**config.mk**
```make
export PLATFORM = sky130hd
export DESIGN_NAME = busgrant_arbiter
export DESIGN_NICKNAME = d
export VERILOG_FILES = /design/src/rtl/arb_pkg.sv /design/src/rtl/daisy_chain.sv /design/src/rtl/prio_encdec.sv /design/src/rtl/rotate_chain.sv /design/src/rtl/busgrant_arbiter.sv
export SDC_FILE = /design/constraint.sdc
export NUM_CORES = 1
export LEC_CHECK = 0
export ABC_AREA = 1
export BUFFER_PORTS_ARGS = -buffer_cell sky130_fd_sc_hd__buf_2
export CORE_MARGIN = 3
export CORE_UTILIZATION = 31
export CTS_BUF_LIST = sky130_fd_sc_hd__clkbuf_4
export CTS_CLUSTER_DIAMETER = 40
export DETAILED_ROUTE_END_ITERATION = 7
export GPL_TIMING_DRIVEN = 0
export SLEW_MARGIN = 40
export SYNTH_ARGS = -nofsm -noshare
export SYNTH_HDL_FRONTEND = slang
export SYNTH_SLANG_ARGS = --single-unit
```
**constraint.sdc**
```tcl
create_clock -name clk -period 2.1 [get_ports clk]
set_input_delay 0.105 -clock clk [delete_from_list [all_inputs] [get_ports clk]]
set_output_delay 0.105 -clock clk [all_outputs]
set_load 0.005 [all_outputs]
```
**src/rtl/arb_pkg.sv**
```systemverilog
package arb_pkg;
  typedef enum logic [1:0] {
    MODE_SERIAL   = 2'd0,
    MODE_PARALLEL = 2'd1,
    MODE_ROTATE   = 2'd2,
    MODE_SPARE    = 2'd3
  } arb_mode_e;
endpackage

```
**src/rtl/daisy_chain.sv**
```systemverilog
// Priority-token chain: position 0 receives a tied-high token.
module daisy_chain #(
  parameter int N = 4
) (
  input  logic [N-1:0] req,
  output logic [N-1:0] gnt
);
  logic [N:0] tok;

  assign tok[0] = 1'b1;

  for (genvar i = 0; i < N; i++) begin : g_cell
    // A requesting cell keeps the token; an idle cell passes it on.
    assign gnt[i]   = tok[i] & req[i];
    assign tok[i+1] = tok[i] & ~req[i];
  end
endmodule

```
**src/rtl/prio_encdec.sv**
```systemverilog
// Priority encoder (lowest index wins) followed by a binary decoder.
module prio_encdec #(
  parameter int N     = 4,
  parameter int IDX_W = 2
) (
  input  logic [N-1:0] req,
  output logic [N-1:0] ack
);
  logic [IDX_W-1:0] code;
  logic             valid;

  always_comb begin
    code  = '0;
    valid = 1'b0;
    for (int i = N - 1; i >= 0; i--) begin
      if (req[i]) begin
        code  = IDX_W'(i);
        valid = 1'b1;
      end
    end
  end

  for (genvar i = 0; i < N; i++) begin : g_dec
    assign ack[i] = valid && (code == IDX_W'(i));
  end
endmodule

```
**src/rtl/rotate_chain.sv**
```systemverilog
// Rotating chain: the requests are rotated so the slot after the last
// owner sits at the head of a plain token chain, then the result is
// rotated back. This avoids a combinational ring.
module rotate_chain #(
  parameter int N     = 4,
  parameter int IDX_W = 2
) (
  input  logic [N-1:0]     req,
  input  logic [IDX_W-1:0] last,
  output logic [N-1:0]     gnt
);
  logic [N-1:0] rot_req;
  logic [N-1:0] rot_gnt;
  int           head;

  always_comb begin
    head = (int'(last) >= N - 1) ? 0 : int'(last) + 1;
    for (int k = 0; k < N; k++) begin
      rot_req[k] = req[(head + k) % N];
    end
  end

  daisy_chain #(.N(N)) u_chain (
    .req (rot_req),
    .gnt (rot_gnt)
  );

  always_comb begin
    gnt = '0;
    for (int k = 0; k < N; k++) begin
      gnt[(head + k) % N] = rot_gnt[k];
    end
  end
endmodule

```
**src/rtl/busgrant_arbiter.sv**
```systemverilog
module busgrant_arbiter
  import arb_pkg::*;
#(
  parameter int N = 4
) (
  input  logic         clk,
  input  logic         rst,
  input  logic [1:0]   mode,
  input  logic [N-1:0] req,
  output logic [N-1:0] grant,
  output logic         busy
);
  localparam int IDX_W = (N > 1) ? $clog2(N) : 1;

  logic [IDX_W-1:0] last_q;
  logic [N-1:0]     ser_g, par_g, rot_g, win_g;
  logic [IDX_W-1:0] win_idx;
  logic             owner_holds;

  daisy_chain #(.N(N)) u_serial (
    .req (req),
    .gnt (ser_g)
  );

  prio_encdec #(.N(N), .IDX_W(IDX_W)) u_parallel (
    .req (req),
    .ack (par_g)
  );

  rotate_chain #(.N(N), .IDX_W(IDX_W)) u_rotate (
    .req  (req),
    .last (last_q),
    .gnt  (rot_g)
  );

  always_comb begin
    case (arb_mode_e'(mode))
      MODE_PARALLEL: win_g = par_g;
      MODE_ROTATE:   win_g = rot_g;
      default:       win_g = ser_g;
    endcase
  end

  always_comb begin
    win_idx = '0;
    for (int i = 0; i < N; i++) begin
      if (win_g[i]) win_idx = IDX_W'(i);
    end
  end

  assign owner_holds = |(grant & req);

  always_ff @(posedge clk) begin
    if (rst) begin
      grant  <= '0;
      busy   <= 1'b0;
      last_q <= IDX_W'(N - 1);
    end else if (busy) begin
      if (!owner_holds) begin
        grant <= '0;
        busy  <= 1'b0;
      end
    end else if (|win_g) begin
      grant  <= win_g;
      busy   <= 1'b1;
      last_q <= win_idx;
    end
  end


  grant_onehot_chk: assert property (@(posedge clk) disable iff (rst)
    $onehot0(grant));


  busy_match_chk: assert property (@(posedge clk) disable iff (rst)
    busy == (grant != '0));


  grant_hold_chk: assert property (@(posedge clk) disable iff (rst)
    (busy && owner_holds) |=> $stable(grant));


  grant_from_req_chk: assert property (@(posedge clk) disable iff (rst)
    (!busy) |=> ((grant & $past(req)) == grant));


  release_chk: assert property (@(posedge clk) disable iff (rst)
    (busy && !owner_holds) |=> (!busy && grant == '0));


  idle_take_chk: assert property (@(posedge clk) disable iff (rst)
    (!busy && req != '0) |=> busy);
endmodule

```
# Yosys cells after proc, flatten, opt, wreduce, memory -nomap -nowiden

Cells that the tools add are included.

Output and inout bits: 5
Bits of input ports: 8
Logic and storage cells: 105
Bits in registers: 7

$lt $le $gt $ge: 9
Add/subtract/negate cells: 4
Multiplexer cells: 42
Eq/ne operators: 6
Bitwise operators: 23
Reduce and logical (&&, ||, !) cells: 18

Operator list:

| operator                                                    | count |
|---|---|
| adder 32 x 3 -> 32 bit (second input constant)              | 2 |
| adder 32 x 2 -> 32 bit (second input constant)              | 1 |
| 2-to-1 mux 32 bit                                           | 1 |
| 2-to-1 mux 1 bit                                            | 20 |
| less-than comparator 3 x 4 -> 1 bit (second input constant) | 4 |
| AND 1 bit                                                   | 14 |
| bitwise mux 4 bit                                           | 3 |
| >= comparator 3 x 1 -> 1 bit (second input constant)        | 4 |
| 2-to-1 mux 2 bit                                            | 6 |
| 2-to-1 mux 4 bit                                            | 3 |
| AND 4 bit                                                   | 2 |
| binary-select mux 1 bit (select 2 bit)                      | 4 |
| demux 1 bit (select 2 bit)                                  | 4 |
| logical AND 1 bit                                           | 8 |
| case mux 4 bit (2 select lines)                             | 1 |
| OR reduction 2 bit                                          | 4 |
| OR reduction 4 bit                                          | 2 |
| inverter 1 bit                                              | 7 |
| == test 2 bit (second input constant)                       | 3 |
| == test 2 x 1 -> 1 bit (second input constant)              | 2 |
| AND reduction 2 bit                                         | 2 |
| adder 2 x 1 -> 3 bit (second input constant)                | 1 |
| >= comparator 2 bit (second input constant)                 | 1 |
| zero test 2 bit                                             | 1 |
| other kinds (2)                                             | 2 |

# Longest topological paths before layout

Gate-level depths: netlist (run 1).

Word-level depth: 17
Gate-level depth with buffers: 17
Depth with buffers taken out: 17

# Modules after synthesis

From an unflattened synthesis (run 1), not the netlist that was laid out.

Cell total of the unflattened synthesis: 167
Area total of the unflattened synthesis: 898.4 um^2

By module, submodules not included:

| module           | area each (um^2) | cells each | sequential area each (um^2) | times used |
|---|---|---|---|---|
| busgrant_arbiter | 420.4            | 66         | 140.1                       | 1 |
| rotate_chain     | 367.9            | 74         | 0.0                         | 1 |
| daisy_chain      | 37.5             | 9          | 0.0                         | 2 |
| prio_encdec      | 35.0             | 9          | 0.0                         | 1 |

# Least setup slack after synthesis (run 1)

No wires, ideal clock.

Kind: reg2reg
Start point: register last_q[0]
End point: register last_q[0]
Arrival time: 2,021 ps
Path slack: -41 ps
Clock period less this slack: 2,141 ps
Data required time: 1,981 ps
Stages on the path, launching flop included: 17
Buffers on the path: 0
Setup time: 119 ps
Cells stage by stage: dfxtp_1 > inv_2 > ha_1 > inv_1 > nand3_2 > nand2_4 > nand2_4 > nor2_4 > nor2_1 > nor2_1 > nand2_1 > nand2_2 > nor2_4 > nand2_4 > nand2_4 > a21oi_1 > o21ai_1

Word-level cells in the longest chain between the ends: 16

RTL lines:

| element                                                                                 | line                   | source |
|---|---|---|
| start: declaration                                                                      | busgrant_arbiter.sv:15 | `logic [IDX_W-1:0] last_q;` |
| start signal: assignment                                                                | busgrant_arbiter.sv:57 | `last_q <= IDX_W'(N - 1);` |
| start signal: assignment                                                                | busgrant_arbiter.sv:66 | `last_q <= win_idx;` |
| adder 2 x 1 -> 3 bit or >= comparator 2 bit (tied branches)                             | rotate_chain.sv:17     | `head = (int'(last) >= N - 1) ? 0 : int'(last) + 1;` |
| 2-to-1 mux 32 bit *                                                                     | rotate_chain.sv:17     |  |
| adder 32 x 2 -> 32 bit or OR reduction 2 bit (tied branches)                            | --                     |  |
| OR reduction 2 bit (no source line) or AND 1 bit (tied branches)                        | --                     |  |
| AND 1 bit (no source line), or another cell as far along                                | --                     |  |
| less-than comparator 3 x 4 -> 1 bit (implied by the code), or another cell as far along | rotate_chain.sv:31     | `gnt[(head + k) % N] = rot_gnt[k];` |
| logical AND 1 bit (implied by the code) or 2-to-1 mux 1 bit (tied branches)             | rotate_chain.sv:31     |  |
| 2-to-1 mux 1 bit (implied by the code) or demux 1 bit (select 2 bit) (tied branches)    | --                     |  |
| demux 1 bit (select 2 bit) or AND 4 bit (tied branches)                                 | --                     |  |
| bitwise mux 4 bit (2 in a row)                                                          | rotate_chain.sv:31     |  |
| bitwise mux 4 bit *                                                                     | rotate_chain.sv:31     |  |
| case mux 4 bit (2 select lines) *                                                       | busgrant_arbiter.sv:37 | `case (arb_mode_e'(mode))` |
| 2-to-1 mux 1 bit                                                                        | busgrant_arbiter.sv:47 | `if (win_g[i]) win_idx = IDX_W'(i);` |
| 2-to-1 mux 2 bit (2 in a row)                                                           | busgrant_arbiter.sv:47 |  |

Every way passes the cells marked *; elsewhere a longest branch is shown, timed or not. The select of a mux whose other input is x is not followed.
A chain may end at the register's enable or synchronous reset.

# Worst setup path in the final report (run 1)

Same ends and word-level chain as after synthesis.

==> reports/metrics.yaml, run 1 <==
most-common-layout-cells: "nand2_1 (40), inv_1 (17), buf_2 (12)"
grt_pass1_vias: 915
max_slew.worst_pin.slew_ns: 0.285
fin_area_um2: 1290
die_h_um: 59.0
avgRoutedWirePerCell_um: 12.2
initialDrtViolationCount: 36
hold_violations: 0
syn_to_final_growth_pct: 48.2
final_common_cell: "nand2_1"
clock_latency_ns: 0.27
yosysTopAreaCell: "nand2_1"
placementRows: 18
skew_ns: 0.00783
min_path_type: "input port to flop"
final_nets: 193
combinationalPowerShare_pct: 75.3
portBuffers: 12
syn_area_um2: 870
fin_ws_ns: -0.0111
finalMaxSlewViolations: 0
core_area_um2: 2570
first_pass_iters: 4
grt_pass1_wl_mm: 3.97
place_area_um2: 968
yosys.cell_types.count: 19
clkPwrFrac_pct: 9.8
ys_seq_area_share_pct: 16.1
ys_seq_elements: 7
powerDensity_nw_per_um2: 1020
reg2reg_depth: 16
grt_usage_pct: 14.2
hold_depth: 2
violations: "setup timing"
max_freq_mhz: 474
cts.sinks: 7
pre_cts_slack_ns: -0.232
antenna_found_initial: 0
fin_crit_sh_pct: 101
n_fill_cell: 246
netSwitchingFraction_pct: 49.6
drcViolationCount: 0
endpoint_kind: "flop"
ant_nets: 0
clk_pin_slew_worst_paths_ns: 0.06
dieArea_um2: 3480
overflow: 0
synthDominantCellAreaShare_pct: 19.4
maxSlewHeadroom_pct: 81.0
clock_path_buffers: 2
switchingPower_mw: 0.654
rsz0062_at_grt: "yes"
routabilityCongestion: 0.787
p_leak_nw: 0.647
internal_power_mw: 0.665
via_count: 1026
crit_type: "flop to flop"
cts_tree: "yes"
synthTopCellsByArea: "nand2_1 (19%), dfxtp_1 (16%), ha_1 (13%)"
layout_min_cycle_time_ns: 2.11
drive_gt1_share_pct: 39.4
grt_max_degree: 9
syn_area_per_cell_um2: 6.04
cts-buffers-inserted: 3
htree_num_levels: 1
startpoint_type: "flop"
io_pins: 13
synth_nets: 161
setup_viol: 1
die_width_um: 59.0
maxCapViolations: 0
totalWireLength_mm: 2.50
crit_fanout: 8
max-vdd-ir-drop_mv: 0.711
dp_hpwl_mm: 1.67
ys_warn_count: 0
diodes: 0
critical_path_required_ns: 2.26
status: "finished, violations left"
seqPwrFrac_pct: 14.8
start_util_pct: 33.9
root_buffer: "clkbuf_4"
syn_inst: 144
cp.arrival_ns: 2.27
via_per_inst: 5.00
cells by family after synthesis:
group | after synthesis | share of synthesized area, %
fa+ha+maj | 9 | 12.9
simple gates | 92 | 52.8
compound gates | 15 | 9.07
buf+inv | 21 | 9.06
flops | 7 | 16.1
Yosys cell counts:
cell type / instances
o211ai_1: 1
ha_1: 9
nand2_1: 45
inv_2: 1
o21ai_1: 2
nand2_2: 4
nand4_1: 5
nand2_4: 5
nand3b_1: 1
inv_1: 20
a31oi_1: 1
nand3_2: 2
a21oi_1: 11
nor3_1: 1
nand3_1: 15
nor2_4: 2
nor2_2: 1
nor2_1: 11
dfxtp_1: 7
power by group through the flow:
stage	logic, mW	registers [mW]	clock network (mW)
2_1_floorplan	0.494	0.187	0
3_3_place_gp	0.604	0.190	0
3_5_place_dp	0.615	0.193	0
4_1_cts	0.704	0.188	0.129
5_1_grt	1.09	0.200	0.139
6_report	0.994	0.195	0.130
metal layers:
metal,global-route usage (%),vias up,share of wire [%]
li1,-,527,-
met1,19.4,474,43
met2,24.0,23,53
met3,1.54,2,4.0
met4,2.91,0,0.64
met5,0,-,0
what timing repair did:
action                                  4_1_cts  5_1_grt
resized for setup                            14       27
cloned                                        1        0
endpoints found under the setup margin        7        7
setup buffers                                 3       11
pin swaps                                     4       22
hold buffers                                  0        0
layout make-up:
class,instances,area [um^2],area share (%)
multi-input combinational,117,800,62.0
timing repair buffer,26,185,14.4
sequential,7,148,11.5
inverter,21,91.3,7.09
tap,30,37.5,2.91
clock buffer,3,22.5,1.75
clock inverter,1,5.00,0.388
sequential cells by signal (all words and copies together) (netlist names):
signal and flops:
busy 1, grant 4, last_q 2
worst max-delay path: stages (launching register included):
cell and delay, ns:
dfxtp_4 0.37, buf_6 0.13, ha_4 0.16, nor2_2 0.10, nand3_1 0.12, nand2_4 0.11
nand2_4 0.05, nor2_4 0.12, nor2_1 0.06, nor2_1 0.14, nand2_2 0.10, nand2_2 0.11
nor2_4 0.05, nand2_4 0.08, nand2_8 0.07, a21oi_2 0.14, o21ai_1 0.07
stage by stage:
stage | instances | hold WS (ns) | total power, mW | TNS (ns) | util (%)
2_1_floorplan | 144 | 0.174 | 0.681 | 0 | -
4_1_cts | 194 | 0.104 | 1.02 | 0 | 42.0
5_1_grt | 205 | 0.107 | 1.43 | -0.627 | 50.2
3_3_place_gp | 186 | 0.361 | 0.794 | -0.821 | 37.7
3_5_place_dp | 186 | 0.366 | 0.808 | -1.26 | 37.7
6_report | 205 | 0.0988 | 1.32 | -0.0111 | 50.2
worst paths after layout:
kind	start	to	slack, ns
max reg2reg	last_q[0]	last_q[0]	-0.01
min	rst	grant[0]	0.1
max	last_q[0]	last_q[0]	-0.01
min reg2reg	grant[1]	grant[1]	0.50
Power figures use the tool's default switching activity.
==> run 2, diff against run 1 <==
--- a/config.mk
+++ b/config.mk
@@ -6,13 +6,14 @@
 export NUM_CORES = 1
 export LEC_CHECK = 0
 export ABC_AREA = 1
-export BUFFER_PORTS_ARGS = -buffer_cell sky130_fd_sc_hd__buf_2
+export BUFFER_PORTS_ARGS = -buffer_cell sky130_fd_sc_hd__buf_4
 export CORE_MARGIN = 3
 export CORE_UTILIZATION = 31
 export CTS_BUF_LIST = sky130_fd_sc_hd__clkbuf_4
 export CTS_CLUSTER_DIAMETER = 40
 export DETAILED_ROUTE_END_ITERATION = 7
 export GPL_TIMING_DRIVEN = 0
+export HOLD_SLACK_MARGIN = 0.15
 export SLEW_MARGIN = 40
 export SYNTH_ARGS = -nofsm -noshare
 export SYNTH_HDL_FRONTEND = slang
==> reports/metrics.yaml, run 2 (synthesized netlist as in run 1, its figures left out) <==
status: "complete, no violations"
n_fill_cell: 270  # +9.8%
final_common_cell: "nand2_1"
clkPwrFrac_pct: 10.5  # +0.7 points
layout_min_cycle_time_ns: 2.08  # -0.0286 ns
clk_pin_slew_worst_paths_ns: 0.06  # about the same
grt_usage_pct: 13.8  # -0.43 points
max-vdd-ir-drop_mv: 0.550  # -23%
rsz0062_at_grt: "yes"
top_regs: "grant: 4 flops, last_q: 2 flops, busy: 1 flops"
routabilityCongestion: 0.798  # +1.3%
placementRows: 18  # unchanged
multiInputGateArea_um2: 802  # +0.31%
die_h_um: 59.0  # unchanged
drive_gt1_share_pct: 39.5  # +0.092 points
setup_viol: 0  # -1
endpoint_kind: "flop"
clock_path_buffers: 2  # unchanged
first_pass_iters: 6  # +2
cp.arrival_ns: 2.24  # -0.03 ns
syn_to_final_growth_pct: 44.5
max_freq_mhz: 480  # +1.4%
final_nets: 185  # -4.1%
clock_latency_ns: 0.26  # about the same
crit_chain: "inv_6, ha_4, inv_4, nand3_1, nand2_2, inv_1, nand4_1, nand3_1, nand2_1, nand2_2, nor2_4, nand2_4, nand2_8, a21oi_2, o21ai_1"
hold_violations: 0  # unchanged
diodes: 0  # unchanged
reg2reg_depth: 15  # -1
ant_nets: 0  # unchanged
max_slew.worst_pin.slew_ns: 0.281  # -0.00380 ns
dieArea_um2: 3480  # unchanged
start_util_pct: 33.9  # unchanged
initialDrtViolationCount: 36  # unchanged
seqPwrFrac_pct: 16.5  # +1.7 points
finalMaxSlewViolations: 0  # unchanged
die_width_um: 59.0  # unchanged
dp_hpwl_mm: 1.71  # +2.2%
fin_crit_sh_pct: 99.2  # -1.4 points
portBuffers: 12  # unchanged
root_buffer: "clkbuf_4"
antenna_found_initial: 0  # unchanged
dp.cells: 186  # unchanged
io_pins: 13  # unchanged
startpoint_type: "flop"
slowest_stage: "dfxtp_4"
crit_fanout: 8  # unchanged
post-route-util_pct: 48.9  # -1.3 points
cts.sinks: 7  # unchanged
hold_depth: 5  # +3
via_count: 1029  # +0.29%
htree_num_levels: 1  # unchanged
grt_max_degree: 11  # +2
layout.cells.non_filler: 197  # -3.9%
combinationalPowerShare_pct: 73.0  # -2.3 points
largest_reg_flops: 4  # unchanged
min_path_type: "input port to flop"
most-common-layout-cells: "nand2_1 (35), inv_1 (17), buf_4 (16)"
grt_pass1_wl_mm: 3.80  # -4.3%
critical_path_required_ns: 2.25  # about the same
switchingPower_mw: 0.635  # -3.0%
skew_ns: 0.00738  # -0.000447 ns
path_buf_inv: 3  # +2
p_leak_nw: 0.608  # -6.0%
drcViolationCount: 0  # unchanged
overflow: 0  # unchanged
cts-buffers-inserted: 3  # unchanged
core_area_um2: 2570  # unchanged
seq_area_um2: 148  # unchanged
top_register: "grant"
crit_type: "flop to flop"
via_per_inst: 5.22  # +4.4%
cts_tree: "yes"
slowest_delay_ns: 0.40  # +0.03 ns
cp_num_cells: 15  # -1
internal_power_mw: 0.580  # -13%
crit_family: "simple AND/OR/NAND/NOR gates"
grt_pass1_vias: 960  # +4.9%
totalWireLength_mm: 2.51  # +0.32%
maxCapViolations: 0  # unchanged
avgRoutedWirePerCell_um: 12.7  # +4.4%
maxSlewHeadroom_pct: 81.3  # +0.25 points
powerDensity_nw_per_um2: 967  # -5.6%
netSwitchingFraction_pct: 52.3  # +2.7 points
==> run 2: tightest hold or removal path, delay by kind of cell <==
family	cells	cell delay, ns
AOI/OAI and AO/OA	1	0.10
buffers and inverters	1	0.11
and+or+nand+nor	3	0.22
==> run 2: final timing paths <==
check / start / endpoint / slack, ns
hold / removal: req[2] / last_q[1] / 0.31
setup / recovery: last_q[0] / last_q[0] / 0.02
hold reg to reg: grant[1] / grant[1] / 0.51
setup reg to reg: last_q[0] / last_q[0] / 0.02
==> run 2: through the flow <==
| stage | setup slack (ns) | total power [mW] | cell area [um^2] | setup TNS (ns) | hold slack, ns |
|---|---|---|---|---|---|
| 6_report | 0.0175 | 1.21 | 1260 | 0 | 0.313 |
| 5_1_grt | -0.117 | 1.32 | 1260 | -0.540 | 0.325 |
| 4_1_cts | 0.000680 | 0.990 | 1070 | 0 | 0.288 |
| 3_5_place_dp | -0.222 | 0.821 | 998 | -1.26 | 0.331 |
| 3_3_place_gp | -0.167 | 0.803 | 998 | -0.865 | 0.325 |
| 2_1_floorplan | 0.0723 | 0.681 | 871 | 0 | 0.174 |
==> run 2: metal layers <==
layer | global-route usage [%] | share of wire [%] | vias to the layer above
li1 | - | - | 511
met1 | 16.6 | 43 | 468
met2 | 24.0 | 49 | 35
met3 | 1.75 | 4.0 | 15
met4 | 6.47 | 3.4 | 0
met5 | 0 | 0 | -
==> run 2: what timing repair did <==
item,CTS,global route
gates cloned,0,1
pin swaps,1,18
gates resized for setup,8,35
hold buffers,1,0
buffers inserted,1,4
endpoints found under the hold margin,6,0
setup endpoints to repair,7,7
==> run 2: layout make-up <==
type	instances	area share, %
tap	30	2.99
sequential	7	11.8
multi-input combinational	117	63.8
clock buffer	3	1.79
inverter	21	7.27
timing repair buffer	18	12.0
clock inverter	1	0.398
==> run 2: power by group through the flow <==
stage | Sequential (mW) | Clock [mW] | Combinational [mW]
after floorplan | 0.187 | 0 | 0.494
after global placement | 0.191 | 0 | 0.612
after detailed placement | 0.193 | 0 | 0.628
after CTS | 0.189 | 0.131 | 0.669
after global routing | 0.204 | 0.143 | 0.970
final | 0.200 | 0.128 | 0.887
==> run 3, diff against run 2 <==
--- a/config.mk
+++ b/config.mk
@@ -6,12 +6,12 @@
 export NUM_CORES = 1
 export LEC_CHECK = 0
 export ABC_AREA = 1
-export BUFFER_PORTS_ARGS = -buffer_cell sky130_fd_sc_hd__buf_4
 export CORE_MARGIN = 3
 export CORE_UTILIZATION = 31
 export CTS_BUF_LIST = sky130_fd_sc_hd__clkbuf_4
 export CTS_CLUSTER_DIAMETER = 40
 export DETAILED_ROUTE_END_ITERATION = 7
+export DONT_BUFFER_PORTS = 1
 export GPL_TIMING_DRIVEN = 0
 export HOLD_SLACK_MARGIN = 0.15
 export SLEW_MARGIN = 40
==> reports/metrics.yaml, run 3 (synthesized netlist as in run 1, its figures left out) <==
n_fill_cell: 257  # -4.8%
fin_ws_ns: 0.0615  # +0.0440 ns
endpoint_kind: "flop"
antenna_found_initial: 0  # unchanged
dieArea_um2: 3480  # unchanged
crit_family: "simple AND/OR/NAND/NOR gates"
diodes: 0  # unchanged
totalWireLength_mm: 2.45  # -2.4%
core_area_um2: 2570  # unchanged
die_h_um: 59.0  # unchanged
seqPwrFrac_pct: 15.8  # -0.7 points
cts.sinks: 7  # unchanged
slowest_delay_ns: 0.40  # about the same
clk_pin_slew_worst_paths_ns: 0.05  # about the same
crit_chain: "inv_8, ha_4, nand3_4, nand2_8, nand2_4, nor2_4, nor2_1, nor2_1, nand2_1, nand2_2, nor2_4, nand2_4, nand2_8, a21oi_2, o21ai_1"
max-vdd-ir-drop_mv: 0.791  # +44%
startpoint_type: "flop"
holdWs_ns: 0.192  # -0.121 ns
clkPwrFrac_pct: 10.7  # +0.2 points
root_buffer: "clkbuf_4"
overflow: 0  # unchanged
min_path_type: "input port to flop"
via_per_inst: 4.99  # -4.4%
cts-buffers-inserted: 3  # unchanged
placementRows: 18  # unchanged
first_pass_iters: 4  # -2
crit_fanout: 8  # unchanged
internal_power_mw: 0.644  # +11%
top_register: "grant"
io_pins: 13  # unchanged
final_common_cell: "nand2_1"
final_nets: 184  # -0.54%
grt_pass1_vias: 897  # -6.6%
critical_path_required_ns: 2.25  # about the same
setup_viol: 0  # unchanged
routabilityCongestion: 0.789  # -1.1%
rsz0062_at_grt: "yes"
max_freq_mhz: 491  # +2.2%
path_buf_inv: 1  # -2
initialDrtViolationCount: 27  # -25%
dp_hpwl_mm: 1.54  # -9.8%
hold_violations: 0  # unchanged
combinationalPowerShare_pct: 73.5  # +0.5 points
fin_crit_sh_pct: 97.1  # -2.1 points
layout_min_cycle_time_ns: 2.04  # -0.0440 ns
grt_usage_pct: 14.3  # +0.50 points
via_count: 979  # -4.9%
powerDensity_nw_per_um2: 1010  # +4.0%
status: "complete, no violations"
portBuffers: 0  # -12
htree_num_levels: 1  # unchanged
fin_area_um2: 1270  # +1.3%
drcViolationCount: 0  # unchanged
max_slew.worst_pin.slew_ns: 0.321  # +0.0405 ns
most-common-layout-cells: "nand2_1 (39), inv_1 (17), nand3_1 (11), buf_4 (11), nand2_2 (10)"
ant_nets: 0  # unchanged
largest_reg_flops: 4  # unchanged
maxCapViolations: 0  # unchanged
skew_ns: 0.00275  # -0.00463 ns
pre_cts_slack_ns: -0.195  # +0.0266 ns
clock_latency_ns: 0.25  # about the same
drive_gt1_share_pct: 34.9  # -4.6 points
start_util_pct: 33.9  # unchanged
switchingPower_mw: 0.636  # +0.18%
die_width_um: 59.0  # unchanged
grt_max_degree: 9  # -2
p_leak_nw: 0.601  # -1.2%
fin_setup_tns_ns: 0  # unchanged
p_total_mw: 1.28  # +5.4%
slowest_stage: "dfxtp_4"
avgRoutedWirePerCell_um: 12.5  # -1.9%
place_area_um2: 908  # -9.0%
syn_to_final_growth_pct: 46.3
finalMaxSlewViolations: 0  # unchanged
top_regs: "grant: 4 flops, last_q: 2 flops, busy: 1 flops"
grt_pass1_wl_mm: 3.88  # +2.2%
cp.arrival_ns: 2.18  # -0.06 ns
cts_tree: "yes"
maxSlewHeadroom_pct: 78.5  # -2.7 points
clock_path_buffers: 2  # unchanged
crit_type: "flop to flop"
netSwitchingFraction_pct: 49.7  # -2.6 points
[run 3: cell count changes in the layout (fill, tap and decap cells not counted), sizes merged]
| cell | change |
|---|---|
| buf | -4 |
| clkinv | -1 |
| dlygate4sd3 | +3 |
| clkbuf | +1 |
[run 3: worst paths after layout]
kind | from | endpoint | slack [ns] | cells past startpoint
setup / recovery | last_q[0] | last_q[0] | 0.06 | 15
hold / removal | req[1] | last_q[0] | 0.19 | 4
setup reg to reg | last_q[0] | last_q[0] | 0.06 | 15
hold reg to reg | grant[1] | grant[1] | 0.52 | 2
[run 3: layout make-up]
cell class              instances  area (um^2)  area share (%)
multi-input cells             117          810            63.6
repair buffers                 17          154            12.1
flip-flops and latches          7          148            11.6
inverters                      21         93.8            7.37
well taps                      30         37.5            2.95
clock buffers                   4         30.0            2.36
[run 3: stage by stage]
step	utilization [%]	std cells
after floorplan	-	144
after global placement	35.4	174
after detailed placement	35.4	174
after CTS	40.6	186
after global routing	49.6	196
final	49.6	196
[run 3: tightest hold or removal path, cell delays in order]
cell     delay [ns]
nor3_1         0.04
nand2_1        0.09
a31oi_1        0.09
o21ai_1        0.10
[run 3: what timing repair did]
item / in CTS / in global routing
pin swaps: 2 / 18
hold buffers: 4 / 0
endpoints found under the hold margin: 7 / 0
buffers inserted: 3 / 10
resized for setup: 9 / 34
cloned: 1 / 0
endpoints found under the setup margin: 7 / 7
[run 3: power groups by stage]
stage	combinational, mW	sequential [mW]	clock, mW
5_1_grt	1.04	0.205	0.149
3_3_place_gp	0.575	0.196	0
2_1_floorplan	0.494	0.187	0
4_1_cts	0.674	0.190	0.144
6_report	0.940	0.202	0.138
3_5_place_dp	0.583	0.196	0
[run 3: layer usage]
| layer | global-route usage [%] | share of wire [%] | vias up |
|---|---|---|---|
| met2 | 22.1 | 49 | 20 |
| met5 | 0 | 0 | - |
| met1 | 18.7 | 44 | 443 |
| met3 | 3.95 | 5.2 | 7 |
| li1 | - | - | 509 |
| met4 | 5.50 | 1.8 | 0 |
